### src/rtl/ctl_spi_pkg.sv
// Package: shared constants and the register default function for the
// serial register control port. Assumes registers are one byte wide.
package ctl_spi_pkg;
    localparam int BYTE_W     = 8;
    localparam int FRAME_BITS = 3 * BYTE_W;   // header, index, data
    localparam int HDR_BITS   = 2 * BYTE_W;   // bits before the data byte

    // Default contents of register idx: index in the upper nibble
    function automatic logic [BYTE_W-1:0] reg_default(input int idx);
        return BYTE_W'((idx & 15) << 4);
    endfunction
endpackage

### src/rtl/ctl_spi_sync.sv
// Module: two-stage synchronizer for a group of asynchronous pins.
// Assumes the pins change slowly compared with clk; each bit is
// synchronized on its own and takes the reset value RST_VAL.
module ctl_spi_sync #(
    parameter int               WIDTH   = 1,
    parameter logic [WIDTH-1:0] RST_VAL = '0
) (
    input  logic             clk,
    input  logic             rst_n,
    input  logic [WIDTH-1:0] d_i,
    output logic [WIDTH-1:0] q_o
);
    logic [WIDTH-1:0] meta_q;
    logic [WIDTH-1:0] sync_q;

    // Two flops in series per pin
    always_ff @(posedge clk) begin
        if (!rst_n) begin
            meta_q <= RST_VAL;
            sync_q <= RST_VAL;
        end else begin
            meta_q <= d_i;
            sync_q <= meta_q;
        end
    end

    assign q_o = sync_q;
endmodule

### src/rtl/ctl_spi_frame.sv
// Module: serial frame receiver. Finds bit-clock and latch edges on
// synchronized pins, shifts in data on bit-clock rises while the latch
// is low, and counts bits with saturation. Assumes sdi and sck pass
// through the same synchronizer so they keep their relative timing.
module ctl_spi_frame #(
    parameter int FRAME_BITS = 24,
    parameter int CNT_W      = 5
) (
    input  logic                  clk,
    input  logic                  rst_n,
    input  logic                  cs_n_s_i,
    input  logic                  sck_s_i,
    input  logic                  sdi_s_i,
    output logic                  sck_rise_o,
    output logic                  sck_fall_o,
    output logic                  cs_rise_o,
    output logic [CNT_W-1:0]      bit_cnt_o,
    output logic [FRAME_BITS-1:0] shift_o
);
    localparam logic [CNT_W-1:0] CNT_MAX = '1;

    logic                  sck_d_q;
    logic                  cs_d_q;
    logic [CNT_W-1:0]      cnt_q;
    logic [FRAME_BITS-1:0] shift_q;

    // Delayed copies of the pins for edge detection
    always_ff @(posedge clk) begin
        if (!rst_n) begin
            sck_d_q <= 1'b0;
            cs_d_q  <= 1'b1;
        end else begin
            sck_d_q <= sck_s_i;
            cs_d_q  <= cs_n_s_i;
        end
    end

    assign sck_rise_o = sck_s_i & ~sck_d_q & ~cs_n_s_i;
    assign sck_fall_o = ~sck_s_i & sck_d_q & ~cs_n_s_i;
    assign cs_rise_o  = cs_n_s_i & ~cs_d_q;

    // Bit counter: cleared while the latch is high, saturates at its maximum
    always_ff @(posedge clk) begin
        if (!rst_n) begin
            cnt_q <= '0;
        end else if (cs_n_s_i) begin
            cnt_q <= '0;
        end else if (sck_rise_o && (cnt_q != CNT_MAX)) begin
            cnt_q <= cnt_q + 1'b1;
        end
    end

    // Input shift register, most significant bit arrives first
    always_ff @(posedge clk) begin
        if (!rst_n) begin
            shift_q <= '0;
        end else if (sck_rise_o) begin
            shift_q <= {shift_q[FRAME_BITS-2:0], sdi_s_i};
        end
    end

    assign bit_cnt_o = cnt_q;
    assign shift_o   = shift_q;
endmodule

### src/rtl/ctl_spi_regfile.sv
// Module: control register bank with strap-dependent reset values.
// While rst_n is low it loads defaults and records the mode from the
// latch strap; in standalone mode two bits are overridden. One write
// port, one combinational read port; indices beyond the bank read zero.
module ctl_spi_regfile
    import ctl_spi_pkg::*;
#(
    parameter int NUM_REGS    = 8,
    parameter int ADDR_W      = 8,
    parameter int CLK_REG     = 0,
    parameter int MCLK_EN_BIT = 7,
    parameter int ADC_REG     = 6,
    parameter int ADC_MS_BIT  = 0
) (
    input  logic                       clk,
    input  logic                       rst_n,
    input  logic                       strap_cs_n_i,
    input  logic                       strap_sdo_i,
    input  logic                       wr_en_i,
    input  logic [ADDR_W-1:0]          wr_addr_i,
    input  logic [BYTE_W-1:0]          wr_data_i,
    input  logic [ADDR_W-1:0]          rd_addr_i,
    output logic [BYTE_W-1:0]          rd_data_o,
    output logic                       standalone_o,
    output logic [NUM_REGS*BYTE_W-1:0] bank_o
);
    logic standalone_q;

    // Reset value of register idx for the strap levels now on the pins
    function automatic logic [BYTE_W-1:0] reset_value(input int idx,
                                                      input logic alone,
                                                      input logic ms);
        logic [BYTE_W-1:0] v;
        v = reg_default(idx);
        if (alone && (idx == CLK_REG)) v[MCLK_EN_BIT] = 1'b1;
        if (alone && (idx == ADC_REG)) v[ADC_MS_BIT]  = ms;
        return v;
    endfunction

    // Mode strap: latch low during reset means no host is present
    always_ff @(posedge clk) begin
        if (!rst_n) begin
            standalone_q <= ~strap_cs_n_i;
        end
    end

    generate
        for (genvar g = 0; g < NUM_REGS; g++) begin : g_reg
            logic [BYTE_W-1:0] q;

            // One register: strap-aware reset, load on a decoded write
            always_ff @(posedge clk) begin
                if (!rst_n) begin
                    q <= reset_value(g, ~strap_cs_n_i, strap_sdo_i);
                end else if (wr_en_i && (wr_addr_i == ADDR_W'(g))) begin
                    q <= wr_data_i;
                end
            end

            assign bank_o[g*BYTE_W +: BYTE_W] = q;
        end
    endgenerate

    // Read mux: unmatched indices give zero
    always_comb begin
        rd_data_o = '0;
        for (int i = 0; i < NUM_REGS; i++) begin
            if (rd_addr_i == ADDR_W'(i)) rd_data_o = bank_o[i*BYTE_W +: BYTE_W];
        end
    end

    assign standalone_o = standalone_q;
endmodule

### src/rtl/ctl_spi_tx.sv
// Module: read-data serializer. Loads the read byte on the bit-clock
// fall that follows the second byte of a valid read header, then
// shifts one bit per fall. Drops its enable once the latch is high.
module ctl_spi_tx
    import ctl_spi_pkg::*;
(
    input  logic              clk,
    input  logic              rst_n,
    input  logic              cs_n_s_i,
    input  logic              sck_fall_i,
    input  logic              load_ok_i,
    input  logic [BYTE_W-1:0] rd_data_i,
    output logic              sdo_o,
    output logic              sdo_oe_o
);
    logic [BYTE_W-1:0] tx_q;
    logic              act_q;

    // Load on the first data-slot fall, shift on later falls
    always_ff @(posedge clk) begin
        if (!rst_n || cs_n_s_i) begin
            tx_q  <= '0;
            act_q <= 1'b0;
        end else if (sck_fall_i) begin
            if (load_ok_i) begin
                tx_q  <= rd_data_i;
                act_q <= 1'b1;
            end else if (act_q) begin
                tx_q  <= {tx_q[BYTE_W-2:0], 1'b0};
            end
        end
    end

    assign sdo_o    = act_q & tx_q[BYTE_W-1];
    assign sdo_oe_o = act_q;
endmodule

### src/rtl/ctl_spi_regbank.sv
// Module: top of the serial register control port. Synchronizes the
// serial pins, receives 24-bit frames, decodes device address and
// read/write flag, and drives the register bank and read serializer.
// Assumes each sck half period spans at least eight clk cycles.
module ctl_spi_regbank
    import ctl_spi_pkg::*;
#(
    parameter int          NUM_REGS    = 8,
    parameter logic [6:0]  DEV_ADDR    = 7'h04,
    parameter int          CLK_REG     = 0,
    parameter int          MCLK_EN_BIT = 7,
    parameter int          ADC_REG     = 6,
    parameter int          ADC_MS_BIT  = 0
) (
    input  logic                       clk,
    input  logic                       rst_n,
    input  logic                       cs_n_i,
    input  logic                       sck_i,
    input  logic                       sdi_i,
    input  logic                       sdo_pad_i,
    output logic                       sdo_o,
    output logic                       sdo_oe_o,
    output logic                       standalone_o,
    output logic [NUM_REGS*BYTE_W-1:0] reg_bank_o
);
    localparam int ADDR_W = BYTE_W;
    localparam int CNT_W  = $clog2(FRAME_BITS + 2);

    logic                  cs_n_s_w, sck_s_w, sdi_s_w;
    logic                  sck_rise_w, sck_fall_w, cs_rise_w;
    logic [CNT_W-1:0]      bit_cnt_w;
    logic [FRAME_BITS-1:0] shift_w;
    logic                  hdr_match_w, rd_load_w, wr_en_w;
    logic [BYTE_W-1:0]     rd_data_w;

    ctl_spi_sync #(.WIDTH(3), .RST_VAL(3'b100)) u_sync (
        .clk   (clk),
        .rst_n (rst_n),
        .d_i   ({cs_n_i, sck_i, sdi_i}),
        .q_o   ({cs_n_s_w, sck_s_w, sdi_s_w})
    );

    ctl_spi_frame #(.FRAME_BITS(FRAME_BITS), .CNT_W(CNT_W)) u_frame (
        .clk        (clk),
        .rst_n      (rst_n),
        .cs_n_s_i   (cs_n_s_w),
        .sck_s_i    (sck_s_w),
        .sdi_s_i    (sdi_s_w),
        .sck_rise_o (sck_rise_w),
        .sck_fall_o (sck_fall_w),
        .cs_rise_o  (cs_rise_w),
        .bit_cnt_o  (bit_cnt_w),
        .shift_o    (shift_w)
    );

    // Read decode after two bytes: header in [15:8], index in [7:0]
    assign hdr_match_w = (shift_w[HDR_BITS-1 -: 7] == DEV_ADDR);
    assign rd_load_w   = (bit_cnt_w == CNT_W'(HDR_BITS)) && hdr_match_w
                         && shift_w[BYTE_W] && !standalone_o;

    // Write decode at latch rise after a full frame
    assign wr_en_w = cs_rise_w && (bit_cnt_w == CNT_W'(FRAME_BITS))
                     && (shift_w[FRAME_BITS-1 -: 7] == DEV_ADDR)
                     && !shift_w[HDR_BITS] && !standalone_o;

    ctl_spi_regfile #(
        .NUM_REGS    (NUM_REGS),
        .ADDR_W      (ADDR_W),
        .CLK_REG     (CLK_REG),
        .MCLK_EN_BIT (MCLK_EN_BIT),
        .ADC_REG     (ADC_REG),
        .ADC_MS_BIT  (ADC_MS_BIT)
    ) u_regs (
        .clk          (clk),
        .rst_n        (rst_n),
        .strap_cs_n_i (cs_n_i),
        .strap_sdo_i  (sdo_pad_i),
        .wr_en_i      (wr_en_w),
        .wr_addr_i    (shift_w[HDR_BITS-1 -: ADDR_W]),
        .wr_data_i    (shift_w[BYTE_W-1:0]),
        .rd_addr_i    (shift_w[ADDR_W-1:0]),
        .rd_data_o    (rd_data_w),
        .standalone_o (standalone_o),
        .bank_o       (reg_bank_o)
    );

    ctl_spi_tx u_tx (
        .clk        (clk),
        .rst_n      (rst_n),
        .cs_n_s_i   (cs_n_s_w),
        .sck_fall_i (sck_fall_w),
        .load_ok_i  (rd_load_w),
        .rd_data_i  (rd_data_w),
        .sdo_o      (sdo_o),
        .sdo_oe_o   (sdo_oe_o)
    );
endmodule

### config.mk
export PLATFORM = sky130hd
export DESIGN_NAME = ctl_spi_regbank
export DESIGN_NICKNAME = d
export VERILOG_FILES = /design/src/rtl/ctl_spi_pkg.sv /design/src/rtl/ctl_spi_sync.sv /design/src/rtl/ctl_spi_frame.sv /design/src/rtl/ctl_spi_regfile.sv /design/src/rtl/ctl_spi_tx.sv /design/src/rtl/ctl_spi_regbank.sv
export SDC_FILE = /design/constraint.sdc
export NUM_CORES = 1
export LEC_CHECK = 0
export ABC_AREA = 0
export BUFFER_PORTS_ARGS = -buffer_cell sky130_fd_sc_hd__buf_2
export CAP_MARGIN = 25
export CORE_MARGIN = 1
export CORE_UTILIZATION = 57
export DETAILED_ROUTE_END_ITERATION = 10
export PLACE_DENSITY = 0.91
export SLEW_MARGIN = 20
export SYNTH_ARGS = -nofsm -noshare
export SYNTH_HDL_FRONTEND = slang
export SYNTH_SLANG_ARGS = --single-unit
### constraint.sdc
create_clock -name clk -period 2.28 [get_ports clk]
set_input_delay 0.57 -clock clk [delete_from_list [all_inputs] [get_ports clk]]
set_output_delay 0.57 -clock clk [all_outputs]
set_load 0.1 [all_outputs]
==> results of run 1 <==
[flip-flops by register name (all words and copies together), names as in the netlist]
register	flops
u_regs.g.q	64
u_frame.shift_o	24
u_tx.tx_q	8
u_frame.bit_cnt_o	5
u_sync.meta_q	3
u_sync.q_o	3
u_frame.cs_d_q	1
u_frame.sck_d_q	1
u_regs.standalone_o	1
u_tx.sdo_oe_o	1
[power breakdown]
part           leakage (nW)  total (mW)  internal, mW  switching, mW
combinational          1.30      0.0879        0.0186         0.0693
clock                 0.104        1.24         0.531          0.708
sequential            0.902        1.96          1.96        0.00722
[how the worst min path moves through the flow]
stage                                           start  depth (start not counted)  slack [ns]                     endpoint
final                                           sdi_i                          2        0.40  u_sync.meta_q[0]$_SDFF_PN0_
after global placement    u_sync.meta_q[2]$_SDFF_PN1_                          1        0.41     u_sync.q_o[2]$_SDFF_PN1_
after CTS                                       sdi_i                          2        0.40  u_sync.meta_q[0]$_SDFF_PN0_
after floorplan           u_sync.meta_q[2]$_SDFF_PN1_                          1        0.39     u_sync.q_o[2]$_SDFF_PN1_
after detailed placement  u_sync.meta_q[0]$_SDFF_PN0_                          1        0.42     u_sync.q_o[0]$_SDFF_PN0_
after global routing                            sdi_i                          2        0.39  u_sync.meta_q[0]$_SDFF_PN0_
[metrics by stage]
step / hold WS, ns / setup WS (ns)
3_5_place_dp: 0.418 / 0.110
5_1_grt: 0.389 / 0.160
6_report: 0.404 / 0.224
4_1_cts: 0.401 / 0.0591
2_1_floorplan: 0.386 / -0.101
3_3_place_gp: 0.412 / 0.166
[layer usage]
metal  GRT usage [%]  share of wire [%]  vias to the layer above
met5               0                  0                        -
met1            36.4                 40                     2014
met2            49.9                 49                      212
li1                -                  -                     1904
met4            14.6                2.6                        0
met3            8.37                8.6                       35
[worst register-to-register path, stage by stage (launching register included)]
cell     delay [ns]
dfxtp_1        0.45
nor4b_4        0.29
nand3_4        0.24
or4_4          0.67
nor2_1         0.17
a21o_1         0.13
[cell families after synthesis]
family | after synthesis | share of synthesized area (%)
simple gates | 187 | 20.2
flops | 111 | 46.3
compound gates | 80 | 9.60
mux | 78 | 18.1
buf+inv | 54 | 4.43
xor+xnor | 3 | 0.541
fa+ha+maj | 3 | 0.772
[Yosys cell counts]
| master | count | area [µm²] |
|---|---|---|
| a211oi_1 | 8 | 60.1 |
| a21o_1 | 1 | 7.51 |
| a21oi_1 | 38 | 190 |
| a22o_1 | 1 | 8.76 |
| a31oi_1 | 6 | 37.5 |
| and2_1 | 6 | 37.5 |
| and3_1 | 1 | 6.26 |
| and4bb_2 | 2 | 25.0 |
| buf_1 | 1 | 3.75 |
| buf_2 | 7 | 35.0 |
| buf_4 | 1 | 7.51 |
| clkbuf_1 | 28 | 105 |
| dfxtp_1 | 108 | 2160 |
| edfxtp_1 | 3 | 90.1 |
| ha_1 | 3 | 37.5 |
| inv_1 | 17 | 63.8 |
| mux2i_1 | 70 | 701 |
| mux4_2 | 8 | 180 |
| nand2_1 | 74 | 278 |
| nand2b_1 | 5 | 31.3 |
| nand2b_2 | 1 | 8.76 |
| nand3_1 | 2 | 10.0 |
| nand3_4 | 1 | 17.5 |
| nand3b_1 | 1 | 7.51 |
| nand4_1 | 1 | 6.26 |
| nand4b_1 | 1 | 8.76 |
| nor2_1 | 67 | 251 |
| nor2b_1 | 8 | 50.1 |
| nor3_4 | 4 | 65.1 |
| nor3b_1 | 1 | 7.51 |
| nor4_1 | 1 | 6.26 |
| nor4_2 | 1 | 12.5 |
| nor4_4 | 2 | 42.5 |
| nor4b_4 | 3 | 71.3 |
| o211ai_1 | 8 | 60.1 |
| o21a_1 | 1 | 7.51 |
| o21ai_0 | 9 | 45.0 |
| o22ai_1 | 8 | 50.1 |
| or3b_2 | 2 | 17.5 |
| or4_1 | 3 | 22.5 |
| xnor2_1 | 1 | 8.76 |
| xor2_1 | 2 | 17.5 |
[area by class of cell]
type                       instances  area [µm²]  share of cell area, %
multi-input combinational        351        2420                   43.0
sequential                       111        2250                   40.1
timing repair buffer              97         548                   9.76
tap                              105         131                   2.34
clock buffer                      10         128                   2.27
clock inverter                     6        76.3                   1.36
inverter                          17        63.8                   1.14
==> metrics.cfg, run 1 <==
[worst_setup_path]
r2r_end=u_regs.g_reg[0].q[7]$_DFFE_PP_
worst-path-max-fanout=9
rrSetupSlack_ns=0.22
r2r_cells=5
crit_path_start=u_frame.bit_cnt_o[3]$_SDFFE_PP0P_
cp_slowest_stage_delay_ns=0.67
end_kind=register
path_delay_family=simple AND/OR/NAND/NOR gates
slowest_stage=or4_4
timing.rr.start=u_frame.bit_cnt_o[3]$_SDFFE_PP0P_
critPathArrivalTime_ns=2.31
worstSetupPathType=register to register
critPathBufInv=0
critPathRequiredTime_ns=2.53
setup.worst_path.start_class=register
path_cells=nor4b_4 -> nand3_4 -> or4_4 -> nor2_1 -> a21o_1
cp.depth=5
endpoint=u_regs.g_reg[0].q[7]$_DFFE_PP_

[cts]
cts.sink_count=111
clk_pin_slew_ns=0.11
ctsRootBufferMaster=clkbuf_8
clock_path_buffers=2
htree_levels=3
ctsResizeCount=0
clkLatencyLatePin_ns=0.38
ctsHoldBuffers=0
cts_setup_buffers=0
cts_buffers=9
cts_tree=done

[place]
post-dp-hpwl_um=8860
gp_congestion=0.879
dpl.cell_count=681
placed_area_um2=5400
numPortBuffers=72

[power_and_ir_drop]
report.power.total_mw=3.29
p_per_area_nw_per_um2=586
peakVddDrop_v=0.000373
power_leakage_nw=2.30

[hold_path]
worstHoldPathType=input pin to register

[synth]
synthesis.nets=525
yosys_register_bits=111
syn_area_um2=4860
syn_area_per_cell_um2=9.42
ys_seq_area_share_pct=46.3
ys_types=42
syn_inst=516
yosys_warnings=0

[finish]
postLayoutCellArea_um2=5620
final_cell_mix=dfxtp_1, nand2_1, buf_2, mux2i_1, nor2_1
final_common_cell=dfxtp_1
antenna_cells_inserted=0
drive_gt1_share_pct=24.5
final_cell_count_no_fill=697
fillCellCount=567
syn2layout_area_growth_pct=15.5
utilization_pct=68.4
finish.net_count=596

[global_routing]
grt_pass1_wl_um=20600
grt_overflow_total=0
track_usage_pct=30.3
antenna_found_initial=0
grt_max_degree=45
grt_pass1_vias=4131

[routing]
vias=4165
avgViaCountPerCell=5.98
drt_iter0_drc=430
drt_first_pass_iters=5
finalWirelength_um=12900
drcViolationCount=0
ant_nets=0
wl_per_cell_um=18.6

[timing]
min_period_ns=2.06
slew-limit-headroom_pct=55.6
slew_violations=0
hold_viol=0
clock_skew_ns=0.0126
period_share_pct=90.2
max_freq_mhz=486
grt_setup_unrepaired=no
tightest_slew_ns=0.665
finalSetupViolations=0
tns_ns=0

[floorplanning]
die_w_um=94.4
num_rows=33
core_um2=8220
start_util_pct=59.2
die_y_um=94.4
dieArea_um2=8900
pin_count=73

[run_status]
status=complete, no violations

[run]
maxCapViolations=0

(Power assumes the default switching activity.)
==> run 2, diff against run 1 <==
Settings changed: PLACE_DENSITY 0.91 to 0.9, SLEW_MARGIN 20 to not set, SYNTH_HIERARCHICAL set to 1.
==> run 2 against run 1 <==
Sequential share of layout area shrank 1.7 points. Critical endpoint is now u_regs/g_reg[5].q[1]$_SDFFE_PN0P_. Largest power group unchanged. Non-clock buffer count is 2 lower. Cell count grew 2.3%. Routed wire length rose by 4.0%. Clock power is essentially flat.
==> metrics.cfg, run 2 <==
[run_status]
status=complete, no violations

[synth]
syn_area_um2=5130
ys_types=54
synth_area_leaders=dfxtp_1, mux2i_1, nand2_1
synth_common_cells=nand2_1, dfxtp_1, mux2i_1
yosys.area.top_type_share_pct=42.1
syn_area_per_cell_um2=9.76
synthArstFlopShare_pct=0
synth_top_cell_by_area=dfxtp_1
ys_seq_area_share_pct=43.9
synth_edf_count=3
yosys_warnings=6
synth_most_common_cell=nand2_1
yosys_register_bits=111
syn_inst=526
synthesis.nets=534
ys_dominant_reg_cell=dfxtp_1

[global_routing]
grt_most_used_layer=met2
antenna_found_initial=0
grt_use_met3_pct=4.12
grt_overflow_total=0
track_usage_pct=28.8
grt_max_degree=43
use_met2_pct=47.3
grt_pass1_wl_um=21300
grt_pass1_vias=4132
met1_usage_pct=37.0

[timing]
grt_setup_unrepaired=no
max_freq_mhz=483
period_share_pct=90.8
tightest_slew_ns=0.582
tns_ns=0
slew_violations=0
slew-limit-headroom_pct=61.1
hold_viol=0
finalSetupViolations=0
min_period_ns=2.07
clock_skew_ns=0.00947

[finish]
antenna_cells_inserted=0
finish.net_count=608
largest_register_ffs=64
syn2layout_area_growth_pct=14.2
drive_gt1_share_pct=26.3
multi_input_area_um2=2690
final_cell_mix=nand2_1, dfxtp_1, buf_2, mux2i_1, a21boi_0
largest_register=u_regs/g.q
seq_area_um2=2250
fillCellCount=645
utilization_pct=67.2
postLayoutCellArea_um2=5860
final_common_cell=nand2_1

[cts]
htree_levels=3
clkLatencyLatePin_ns=0.37
cts_tree=done
ctsRootBufferMaster=clkbuf_8
cts_buffers=9
clock_path_buffers=2
cts_setup_buffers=0
clk_pin_slew_ns=0.10
cts.sink_count=111

[worst_setup_path]
worst-path-max-fanout=8
critPathArrivalTime_ns=2.31
critPathRequiredTime_ns=2.52
endpoint=u_regs/g_reg[5].q[1]$_SDFFE_PN0P_
end_kind=register
r2r_cells=7
setup.worst_path.start_class=register
timing.rr.start=u_sync/q_o[2]$_SDFF_PN1_
r2r_end=u_regs/g_reg[5].q[1]$_SDFFE_PN0P_
rrSetupSlack_ns=0.21
worstSetupPathType=register to register
crit_path_start=u_sync/q_o[2]$_SDFF_PN1_

[place]
gp_congestion=0.977
placed_area_um2=5640
post-dp-hpwl_um=9710
numPortBuffers=72

[routing]
finalWirelength_um=13500
ant_nets=0
wl_per_cell_um=18.9
drt_first_pass_iters=5
vias=4378
drcViolationCount=0
avgViaCountPerCell=6.14
drt_iter0_drc=294

[floorplanning]
pin_count=73
die_w_um=96.9
dieArea_um2=9390
start_util_pct=58.9
num_rows=34
die_y_um=96.9
core_um2=8720

[power_and_ir_drop]
power_leakage_nw=2.49
peakVddDrop_v=0.000396
report.power.total_mw=3.27
p_per_area_nw_per_um2=557

[hold_path]
worstHoldPathType=input pin to register

[run]
maxCapViolations=0

[run 2: worst min path at each step]
stage	start	endpoint	depth (start not counted)
after floorplan	u_sync/meta_q[2]$_SDFF_PN1_	u_sync/q_o[2]$_SDFF_PN1_	1
after global placement	u_sync/meta_q[2]$_SDFF_PN1_	u_sync/q_o[2]$_SDFF_PN1_	1
after detailed placement	u_sync/meta_q[0]$_SDFF_PN0_	u_sync/q_o[0]$_SDFF_PN0_	1
after CTS	sck_i	u_sync/meta_q[1]$_SDFF_PN0_	2
after global routing	sck_i	u_sync/meta_q[1]$_SDFF_PN0_	2
final	sck_i	u_sync/meta_q[1]$_SDFF_PN0_	2
[run 2: kinds of logic (layout without fill, tap and decap cells)]
group / count (synthesis) / count (layout) / share of synthesized area [%]
xor+xnor: 1 / 1 / 0.171
flops: 111 / 111 / 43.9
fa+ha+maj: 2 / 2 / 0.487
compound gates: 85 / 85 / 13.1
simple gates: 203 / 203 / 20.9
mux: 86 / 86 / 17.3
buf+inv: 38 / 117 / 4.07
[run 2: worst max-delay path, cell delays in order, from the launching register on]
cell,delay [ns]
dfxtp_1,0.42
nor2b_1,0.17
nor4b_2,0.19
and4_1,0.23
nor3b_4,0.25
buf_4,0.21
nand4_4,0.27
mux2i_1,0.21
[run 2: power breakdown]
part	switching [mW]	internal (mW)
combinational	0.0731	0.0273
sequential	0.00661	1.96
clock	0.648	0.557
[run 2: cell type report]
| type | count | area share, % |
|---|---|---|
| clock buffer | 13 | 3.24 |
| clock inverter | 3 | 0.384 |
| inverter | 6 | 0.384 |
| multi-input combinational | 377 | 46.0 |
| sequential | 111 | 38.4 |
| tap | 108 | 2.31 |
| timing repair buffer | 95 | 9.31 |
[run 2: layer usage]
layer  up-vias  routed length [µm]
met5         -                   0
met4         0                 465
met3        33                 876
met2       204                6500
met1      2126                5610
li1       2015                   -
[run 2: repair_timing]
item | in CTS | in global routing
endpoints found under the hold margin | 0 | 0
hold buffers | 0 | 0
resized for setup | 0 | 2
setup endpoints to repair | 0 | 12
[run 2: stage by stage]
stage	hold WS [ns]	setup WS (ns)	cells
finish	0.403	0.209	713
CTS	0.400	0.126	713
global placement	0.396	0.266	697
floorplan	0.386	0.00826	526
global route	0.395	0.0437	713
detailed placement	0.423	0.143	697
